--- config.mk ---
export PLATFORM = sky130hd
export DESIGN_NAME = teach_cpu
export DESIGN_NICKNAME = d
export VERILOG_FILES = /design/src/rtl/cpu_pkg.sv /design/src/rtl/cpu_decode.sv /design/src/rtl/cpu_seq.sv /design/src/rtl/cpu_alu.sv /design/src/rtl/cpu_mem.sv /design/src/rtl/teach_cpu.sv
export SDC_FILE = /design/constraint.sdc
export NUM_CORES = 1
export LEC_CHECK = 0
export ABC_AREA = 1
export BUFFER_PORTS_ARGS = -buffer_cell sky130_fd_sc_hd__buf_2
export CAP_MARGIN = 20
export CORE_UTILIZATION = 45
export DETAILED_ROUTE_END_ITERATION = 10
export GPL_ROUTABILITY_DRIVEN = 0
export PLACE_DENSITY = 0.7
export SYNTH_ARGS = -nofsm -noshare
export SYNTH_HDL_FRONTEND = slang
export SYNTH_SLANG_ARGS = --single-unit
--- constraint.sdc ---
create_clock -name clk -period 3.8 [get_ports clk]
set_input_delay 0.57 -clock clk [delete_from_list [all_inputs] [get_ports clk]]
set_output_delay 0.57 -clock clk [all_outputs]
set_load 0.01 [all_outputs]
--- src/rtl/cpu_pkg.sv ---
package cpu_pkg;

  localparam int STEP_W = 3;
  localparam int OP_W   = 4;

  localparam logic [OP_W-1:0] OP_NOP = 4'd0;
  localparam logic [OP_W-1:0] OP_LDA = 4'd1;
  localparam logic [OP_W-1:0] OP_ADD = 4'd2;
  localparam logic [OP_W-1:0] OP_SUB = 4'd3;
  localparam logic [OP_W-1:0] OP_STA = 4'd4;
  localparam logic [OP_W-1:0] OP_LDI = 4'd5;
  localparam logic [OP_W-1:0] OP_JMP = 4'd6;
  localparam logic [OP_W-1:0] OP_JC  = 4'd7;
  localparam logic [OP_W-1:0] OP_JZ  = 4'd8;
  localparam logic [OP_W-1:0] OP_OUT = 4'd14;
  localparam logic [OP_W-1:0] OP_HLT = 4'd15;

  // one control word per step
  typedef struct packed {
    logic stop;      // freeze machine
    logic mar_ld;    // address register captures bus
    logic mem_wr;    // memory captures bus
    logic mem_oe;    // memory drives bus
    logic opd_oe;    // operand field drives bus
    logic ir_ld;     // instruction register captures bus
    logic acc_ld;    // accumulator captures bus
    logic acc_oe;    // accumulator drives bus
    logic alu_oe;    // ALU drives bus, flags capture
    logic alu_sub;   // ALU subtracts
    logic opb_ld;    // operand register captures bus
    logic out_ld;    // output register captures bus
    logic pc_inc;    // program counter increments
    logic pc_oe;     // program counter drives bus
    logic pc_ld;     // program counter captures bus
    logic step_clr;  // step counter returns to zero
  } ctrl_t;

  typedef enum logic [1:0] {
    MODE_LOAD = 2'd0,
    MODE_RUN  = 2'd1,
    MODE_STOP = 2'd2
  } mode_e;

endpackage

--- src/rtl/cpu_decode.sv ---
module cpu_decode
  import cpu_pkg::*;
(
  input  logic [OP_W-1:0]   opcode,
  input  logic [STEP_W-1:0] step,
  input  logic              flag_c,
  input  logic              flag_z,
  output ctrl_t             cw
);

  localparam logic [STEP_W-1:0] S_ADDR  = STEP_W'(0);
  localparam logic [STEP_W-1:0] S_FETCH = STEP_W'(1);
  localparam logic [STEP_W-1:0] S_EX0   = STEP_W'(2);
  localparam logic [STEP_W-1:0] S_EX1   = STEP_W'(3);

  always_comb begin
    cw = '0;
    case (step)
      S_ADDR: begin
        cw.pc_oe  = 1'b1;
        cw.mar_ld = 1'b1;
      end
      S_FETCH: begin
        cw.mem_oe = 1'b1;
        cw.ir_ld  = 1'b1;
        cw.pc_inc = 1'b1;
      end
      default: begin
        case (opcode)
          OP_LDA: begin
            if (step == S_EX0) begin
              cw.opd_oe = 1'b1;
              cw.mar_ld = 1'b1;
            end else begin
              cw.mem_oe   = 1'b1;
              cw.acc_ld   = 1'b1;
              cw.step_clr = 1'b1;
            end
          end
          OP_ADD, OP_SUB: begin
            cw.alu_sub = (opcode == OP_SUB);
            if (step == S_EX0) begin
              cw.opd_oe = 1'b1;
              cw.mar_ld = 1'b1;
            end else if (step == S_EX1) begin
              cw.mem_oe = 1'b1;
              cw.opb_ld = 1'b1;
            end else begin
              cw.alu_oe   = 1'b1;
              cw.acc_ld   = 1'b1;
              cw.step_clr = 1'b1;
            end
          end
          OP_STA: begin
            if (step == S_EX0) begin
              cw.opd_oe = 1'b1;
              cw.mar_ld = 1'b1;
            end else begin
              cw.acc_oe   = 1'b1;
              cw.mem_wr   = 1'b1;
              cw.step_clr = 1'b1;
            end
          end
          OP_LDI: begin
            cw.opd_oe   = 1'b1;
            cw.acc_ld   = 1'b1;
            cw.step_clr = 1'b1;
          end
          OP_JMP: begin
            cw.opd_oe   = 1'b1;
            cw.pc_ld    = 1'b1;
            cw.step_clr = 1'b1;
          end
          OP_JC: begin
            cw.opd_oe   = flag_c;
            cw.pc_ld    = flag_c;
            cw.step_clr = 1'b1;
          end
          OP_JZ: begin
            cw.opd_oe   = flag_z;
            cw.pc_ld    = flag_z;
            cw.step_clr = 1'b1;
          end
          OP_OUT: begin
            cw.acc_oe   = 1'b1;
            cw.out_ld   = 1'b1;
            cw.step_clr = 1'b1;
          end
          OP_HLT: begin
            cw.stop = 1'b1;
          end
          default: begin
            cw.step_clr = 1'b1;
          end
        endcase
      end
    endcase
  end

endmodule

--- src/rtl/cpu_seq.sv ---
module cpu_seq
  import cpu_pkg::*;
(
  input  logic              clk,
  input  logic              rst_n,
  input  logic              start,
  input  ctrl_t             cw,
  output logic              loading,
  output logic              running,
  output logic              stopped,
  output logic [STEP_W-1:0] step
);

  mode_e mode_q;

  assign loading = (mode_q == MODE_LOAD);
  assign running = (mode_q == MODE_RUN);
  assign stopped = (mode_q == MODE_STOP);

  always_ff @(posedge clk or negedge rst_n) begin
    if (!rst_n) begin
      mode_q <= MODE_LOAD;
      step   <= '0;
    end else begin
      case (mode_q)
        MODE_LOAD: begin
          if (start) begin
            mode_q <= MODE_RUN;
            step   <= '0;
          end
        end
        MODE_RUN: begin
          if (cw.stop) begin
            mode_q <= MODE_STOP;
          end else if (cw.step_clr) begin
            step <= '0;
          end else begin
            step <= step + STEP_W'(1);
          end
        end
        default: mode_q <= MODE_STOP;
      endcase
    end
  end

endmodule

--- src/rtl/cpu_alu.sv ---
module cpu_alu #(
  parameter int W = 8
) (
  input  logic [W-1:0] a,
  input  logic [W-1:0] b,
  input  logic         sub,
  output logic [W-1:0] result,
  output logic         carry,
  output logic         zero
);

  logic [W-1:0] b_eff;
  logic [W:0]   sum;

  assign b_eff  = sub ? ~b : b;
  assign sum    = {1'b0, a} + {1'b0, b_eff} + {{W{1'b0}}, sub};
  assign result = sum[W-1:0];
  assign carry  = sum[W];
  assign zero   = (sum[W-1:0] == '0);

endmodule

--- src/rtl/cpu_mem.sv ---
module cpu_mem #(
  parameter int AW = 4,
  parameter int DW = 8
) (
  input  logic          clk,
  input  logic          wr_en,
  input  logic [AW-1:0] wr_addr,
  input  logic [DW-1:0] wr_data,
  input  logic [AW-1:0] rd_addr,
  output logic [DW-1:0] rd_data
);

  localparam int DEPTH = 1 << AW;

  logic [DW-1:0] words [DEPTH];

  always_ff @(posedge clk) begin
    if (wr_en) words[wr_addr] <= wr_data;
  end

  assign rd_data = words[rd_addr];

endmodule

--- src/rtl/teach_cpu.sv ---
module teach_cpu
  import cpu_pkg::*;
#(
  parameter int DATA_W = 8,
  parameter int ADDR_W = 4
) (
  input  logic              clk,
  input  logic              rst_n,
  input  logic              ld_valid,
  output logic              ld_ready,
  input  logic              ld_last,
  input  logic [ADDR_W-1:0] ld_addr,
  input  logic [DATA_W-1:0] ld_data,
  output logic [DATA_W-1:0] out_data,
  output logic              out_valid,
  output logic              halted
);

  localparam int OPC_W = DATA_W - ADDR_W;

  logic [ADDR_W-1:0] pc_q, mar_q;
  logic [DATA_W-1:0] ir_q, acc_q, opb_q, bus;
  logic              flag_c_q, flag_z_q;
  logic [DATA_W-1:0] mem_rd, alu_res;
  logic              alu_c, alu_z;
  logic              loading, running, stopped;
  logic [STEP_W-1:0] step;
  ctrl_t             cw_raw, cw;
  logic              ld_fire, start;
  logic              mem_we;
  logic [ADDR_W-1:0] mem_wa;
  logic [DATA_W-1:0] mem_wd;
  logic [OPC_W-1:0]  opcode;

  assign ld_ready = loading;
  assign ld_fire  = ld_valid & ld_ready;
  assign start    = ld_fire & ld_last;
  assign halted   = stopped;
  assign opcode   = ir_q[DATA_W-1:ADDR_W];

  cpu_decode u_decode (
    .opcode (opcode),
    .step   (step),
    .flag_c (flag_c_q),
    .flag_z (flag_z_q),
    .cw     (cw_raw)
  );

  // control is inert outside the run phase
  assign cw = running ? cw_raw : '0;

  cpu_seq u_seq (
    .clk     (clk),
    .rst_n   (rst_n),
    .start   (start),
    .cw      (cw),
    .loading (loading),
    .running (running),
    .stopped (stopped),
    .step    (step)
  );

  cpu_alu #(.W(DATA_W)) u_alu (
    .a      (acc_q),
    .b      (opb_q),
    .sub    (cw.alu_sub),
    .result (alu_res),
    .carry  (alu_c),
    .zero   (alu_z)
  );

  assign mem_we = ld_fire | cw.mem_wr;
  assign mem_wa = ld_fire ? ld_addr : mar_q;
  assign mem_wd = ld_fire ? ld_data : bus;

  cpu_mem #(.AW(ADDR_W), .DW(DATA_W)) u_mem (
    .clk     (clk),
    .wr_en   (mem_we),
    .wr_addr (mem_wa),
    .wr_data (mem_wd),
    .rd_addr (mar_q),
    .rd_data (mem_rd)
  );

  // bus multiplexer: at most one source enabled per step
  always_comb begin
    bus = '0;
    if (cw.pc_oe)  bus = {{(DATA_W-ADDR_W){1'b0}}, pc_q};
    if (cw.mem_oe) bus = mem_rd;
    if (cw.opd_oe) bus = {{(DATA_W-ADDR_W){1'b0}}, ir_q[ADDR_W-1:0]};
    if (cw.acc_oe) bus = acc_q;
    if (cw.alu_oe) bus = alu_res;
  end

  always_ff @(posedge clk or negedge rst_n) begin
    if (!rst_n) begin
      pc_q      <= '0;
      mar_q     <= '0;
      ir_q      <= '0;
      acc_q     <= '0;
      opb_q     <= '0;
      flag_c_q  <= 1'b0;
      flag_z_q  <= 1'b0;
      out_data  <= '0;
      out_valid <= 1'b0;
    end else begin
      out_valid <= cw.out_ld;
      if (cw.mar_ld) mar_q    <= bus[ADDR_W-1:0];
      if (cw.ir_ld)  ir_q     <= bus;
      if (cw.acc_ld) acc_q    <= bus;
      if (cw.opb_ld) opb_q    <= bus;
      if (cw.out_ld) out_data <= bus;
      if (cw.pc_ld)       pc_q <= bus[ADDR_W-1:0];
      else if (cw.pc_inc) pc_q <= pc_q + ADDR_W'(1);
      if (cw.alu_oe) begin
        flag_c_q <= alu_c;
        flag_z_q <= alu_z;
      end
    end
  end

endmodule

Word level (Yosys, flattened, before mapping) --
Memories as Yosys holds them, arrays and structs flattened. Cells that the tools add are included. W data, S select, Z words.
Storage, ports and cells: latch bits 0, flip-flop bits (word level) 48, RAM bits 128, word-level logic and storage cells 96, memories 1, bits in read-only memories 0, bits of input ports 16, output and inout port bits 11
Cells by class: eq/ne operators 18, add/sub/neg operators 4, reductions and logical operators 12, multiplexer cells 46, $lt $le $gt $ge 0, shift operators 0, bitwise operators 4, div/mod/pow operators 0, $mul 0
Memory list:
- u_mem.words | words 16, bits a word 8, rd ports 1, clocked after memory_dff 0, write ports 1, line cpu_mem.sv:15 | logic [DW-1:0] words [DEPTH];
Operator list (count):
- $mux W8 | 6
- $mux W1 | 17
- $eq A4 B3 Y1 const B | 4
- $mux W16 | 1
- $mux W4 | 4
- $eq A4 B4 Y1 const B | 3
- $mux W3 | 4
- $add A8 B8 Y9 | 1
- $add A9 B1 Y9 | 1
- $pmux W1 S3 | 3
- $eq A4 B2 Y1 const B | 2
- $logic_not A8 Y1 | 1
- $not A8 Y8 | 1
- $pmux W1 S2 | 4
- $reduce_or A2 Y1 | 4
- $eq A3 B2 Y1 const B | 2
- $mux W2 | 3
- $mux W6 | 1
- $pmux W3 S2 | 1
- $add A4 B1 Y4 const B | 1
- $eq A4 B1 Y1 const B | 1
- $ne A2 B1 Y1 const B | 2
- $pmux W1 S4 | 1
- $pmux W2 S2 | 1
- 13 further kinds | 15

Logic depth before layout (Yosys ltp) --
depth after elaboration 12, gate-level depth with buffers 17, gate-level depth less buffers 17

Cells and area by module --
From an unflattened synthesis, not the netlist that was laid out.
Second synthesis, totals: cell total of the unflattened synthesis 1025, area total of the unflattened synthesis 8863.5 um^2
By module, submodules not included:
- cpu_mem | area an instance 5606.6 um^2, seq. area each 3843.7 um^2, cells an instance 543, times used 1
- teach_cpu | area an instance 2183.3 um^2, seq. area each 1076.0 um^2, cells an instance 295, times used 1
- cpu_alu | area an instance 528.0 um^2, seq. area each 0.0 um^2, cells an instance 94, times used 1
- cpu_decode | area an instance 310.3 um^2, seq. area each 0.0 um^2, cells an instance 67, times used 1
- cpu_seq | area an instance 235.2 um^2, seq. area each 125.1 um^2, cells an instance 26, times used 1

Worst setup path after synthesis --
OpenSTA, ideal clock, no wires.
kind flip-flop to flip-flop, from register u_seq.step[0], to memory u_mem.words[0][6], data pin, clock period less this slack 2.872 ns, path slack 0.928 ns, arrival time 2.494 ns, cell stages (with the launch flop) 13, cell sequence dfrtp_1 inv_1 ha_1 o21ai_1 nand3_4 xnor2_1 ha_1 a21oi_1 or2_2 nand3_1 xor2_1 nand2_1 nand4_1
Between the ends: longest elaborated chain between the ends 11
Ends and longest elaborated chain:
- start, declared | line cpu_seq.sv:11 | output logic [STEP_W-1:0] step
- start signal, assigned | line cpu_seq.sv:38 | step <= step + STEP_W'(1);
- $eq A3 B2 Y1 | line cpu_decode.sv:45 | end else if (step == S_EX1) begin
- $mux W1 | line cpu_decode.sv:45
- $mux W1 | line cpu_decode.sv:42 | if (step == S_EX0) begin
- $pmux W1 S2 | line cpu_decode.sv:29 | case (opcode)
- $pmux W1 S2 | line cpu_decode.sv:18 | case (step)
- $mux W16 * | line teach_cpu.sv:50 | assign cw = running ? cw_raw : '0;
- branches (longest 3 deep; another with $add A8 B8 Y9)
- $mux W8 * | line teach_cpu.sv:92 | if (cw.alu_oe) bus = alu_res;
- $mux W8 * | line teach_cpu.sv:74 | assign mem_wd = ld_fire ? ld_data : bus;
- via mem_wd[6] | line teach_cpu.sv:32 | logic [DATA_W-1:0] mem_wd;
- end, declared | line cpu_mem.sv:15
Mark *: on every way through the listed nets, which the timed path passes.

Final worst setup path --
from register u_seq.step[0], to memory u_mem.words[4][7], data pin
Same word-level chain as after synthesis.

==> qor.yml <==
cts_tree: "built"
diodes: 0
clkPwrFrac: 0.468
worstReg2RegStart: "u_seq.step[0]$_DFFE_PN0P_"
synthMuxAreaShare: 0.00120
synthAdderAreaFrac: 0.0234
synth_ff_type: "edfxtp_1"
ys_async_sr_fraction: 0.273
grt_pass1_wl_um: 32500
finClkSkew_ns: 0.00972
synth_area_sq_um: 8350
maxSlewHeadroom: 0.329
switchingPower_mw: 0.820
p_total_mw: 3.87
antenna_found_initial: 0
drive_gt1_frac: 0.140
synthToLayoutAreaGrowth_pct: 13.1
synth_nets: 881
reg2reg_depth: 14
crit_arrival_ns: 3.45
rr_endpoint: "u_mem.words[4][7]$_DFFE_PP_"
postRouteAntennaNets: 0
fin_cells: 1133
synth_top_family_by_area: "simple AND/OR/NAND/NOR gates"
synth_cell_types: 46
max_cap_viol_count: 0
path_max_fanout: 16
port_buffers: 26
finalSetupTns_ns: 0
yosys.area.top_type: "edfxtp_1"
wire_per_inst_um: 18.3
coreArea_sq_um: 18100
cts_buffers: 17
die_w_um: 138
num_rows: 49
start_kind: "register"
fillers: 1508
yosysSeqAreaShare: 0.604
drc: 2
post_cts_resized: 0
slew_violations: 0
outcome: "finished, violations left"
seqPwrFrac: 0.527
postCtsHoldBufs: 0
start_util: 0.462
power_frac_comb: 0.005
yosys_warnings: 0
first_pass_iters: 9
num_vias: 6290
p_int_mw: 3.05
die_h_um: 138
syn_area_per_cell_sq_um: 9.83
finalSetupViolations: 0
post-cts-setup-buffer-count: 0
cts_max_level: 4
hold_viol: 0
io_pins: 27
reg2reg_slack_ns: 0.43
tightestPinTransition_ns: 1.00
synth_area_leaders: "edfxtp_1, dfrtp_1, nand2_1"
finalCritPeriodShare: 0.888
violations: "DRC"
crit_type: "register to register"
dpl.hpwl_um: 13900
yosysTopAreaCellShare: 0.460
grt_max_degree: 66
irDropWorstVdd_v: 0.000286
routed_via_density: 5.55
grt.overflow.total: 0
cts-root-buf: "clkbuf_16"
clkLatencyLatePin_ns: 0.44
clk_path_buf_depth: 2
synthSimpleGateAreaFrac: 0.276
dieArea_sq_um: 19100
finalNetCount: 922
synth_edf_count: 128
drt_wl_total_um: 20800
hold_class: "input pin to async pin"
fmax_ghz: 0.296
grt_usage: 0.227
placed_cells: 1101
synth_compound_area_frac: 0.0449
p_per_area_nw_per_um2: 409
ys_ff_latch: 176
min_period_ns: 3.37
rsz0062_at_grt: "false"
swShare: 0.212
synthCells: 850
grt_pass1_vias: 5888
clock_sinks: 176
end_kind: "register"
power.leakage_nw: 4.18
drt_iter0_markers: 702
synth_xor_xnor_area_share: 0.0135
worst_ep_required_time_ns: 3.88
clk_pin_slew_worst_paths_ns: 0.07
==> worst max-delay path, stage by stage, from the launching register on <==
cell and delay [ns]:
dfrtp_1 0.41, inv_1 0.08, ha_1 0.23, o21ai_1 0.27
nand3_4 0.24, xnor2_1 0.19, ha_1 0.33, a21oi_1 0.23
nor3_1 0.07, a211oi_1 0.28, nand2_1 0.10, nand2_1 0.09
nand3_2 0.11, nand2_1 0.12, nand2_1 0.28
==> per-stage QoR <==
step / setup slack [ns] / util / instance area (sq um) / hold slack, ns
floorplan: 0.928 / - / 8350 / 0.274
global placement: 0.591 / 0.488 / 8820 / 0.463
detailed placement: 0.468 / 0.488 / 8820 / 0.464
CTS: 0.451 / 0.522 / 9450 / 0.159
global route: 0.225 / 0.522 / 9450 / 0.174
finish: 0.426 / 0.522 / 9450 / 0.139
==> layout make-up <==
class / count / area, sq um / area share
multi-input cells: 600 / 3000 / 0.317
clock inverters: 15 / 199 / 0.0211
well taps: 229 / 287 / 0.0303
inverters: 47 / 181 / 0.0192
flip-flops and latches: 176 / 5050 / 0.534
clock buffers: 17 / 425 / 0.0450
repair buffers: 49 / 315 / 0.0334
==> sequential cells by signal (all words and copies together) (netlist names) <==
signal,cells
ir_q,8
acc_q,8
u_seq.step,3
u_seq.mode_q,2
pc_q,4
opb_q,8
out_valid,1
out_data,8
u_mem.words,128
flag_c_q,1
mar_q,4
flag_z_q,1
==> worst max-delay path by stage <==
stage	start	endpoint	slack [ns]	cells past startpoint
2_1_floorplan	u_seq.step[0]$_DFFE_PN0P_	u_mem.words[0][6]$_DFFE_PP_	0.93	12
3_3_place_gp	u_seq.step[0]$_DFFE_PN0P_	u_mem.words[0][7]$_DFFE_PP_	0.59	14
3_5_place_dp	u_seq.step[0]$_DFFE_PN0P_	u_mem.words[0][7]$_DFFE_PP_	0.47	14
4_1_cts	u_seq.step[0]$_DFFE_PN0P_	u_mem.words[4][7]$_DFFE_PP_	0.45	14
5_1_grt	u_seq.step[0]$_DFFE_PN0P_	u_mem.words[4][7]$_DFFE_PP_	0.22	14
6_report	u_seq.step[0]$_DFFE_PN0P_	u_mem.words[4][7]$_DFFE_PP_	0.43	14
==> cells in the mapped netlist (all sizes together), types with 3 or more instances <==
library cell,instances
nand2,288
buf,22
ha,14
nor3,4
nand3,141
xnor2,7
edfxtp,128
clkinv,4
nor2,57
dfrtp,48
clkbuf,5
o21ai,35
xor2,5
nand4,12
a21oi,21
a22oi,3
inv,43
==> layout by cell type, fill, tap and decap left out, types with 6 or more instances in the layout <==
master     count
nand2_1      281
nand3_1      134
edfxtp_1     128
nor2_1        51
dfrtp_1       47
inv_1         35
buf_2         26
o21ai_0       25
buf_4         22
clkbuf_16     17
a21oi_1       16
ha_1          14
nand4_1        8
xnor2_1        7
inv_2          6
==> cells by family after synthesis <==
family,count (synthesis)
DFF,176
buffers and inverters,74
muxes,1
adders and majority gates,15
AOI/OAI and AO/OA,64
and+or+nand+nor,508
xor gates and xnor gates,12
==> metal layers <==
layer | track usage | part of all wire | wire length [um]
met5 | 0 | 0 | 0
met4 | 0.0733 | 0.018 | 376
met3 | 0.0450 | 0.088 | 1830
met2 | 0.349 | 0.46 | 9520
met1 | 0.326 | 0.44 | 9050
==> power by group through the flow <==
| stage | registers, mW | clock network, mW | logic [mW] |
|---|---|---|---|
| finish | 2.04 | 1.81 | 0.0209 |
| global route | 2.04 | 1.90 | 0.0235 |
| CTS | 2.04 | 1.82 | 0.0221 |
| detailed placement | 2.08 | 0 | 0.0220 |
| global placement | 2.08 | 0 | 0.0219 |
| floorplan | 2.08 | 0 | 0.000000821 |
(Power assumes the default switching activity.)
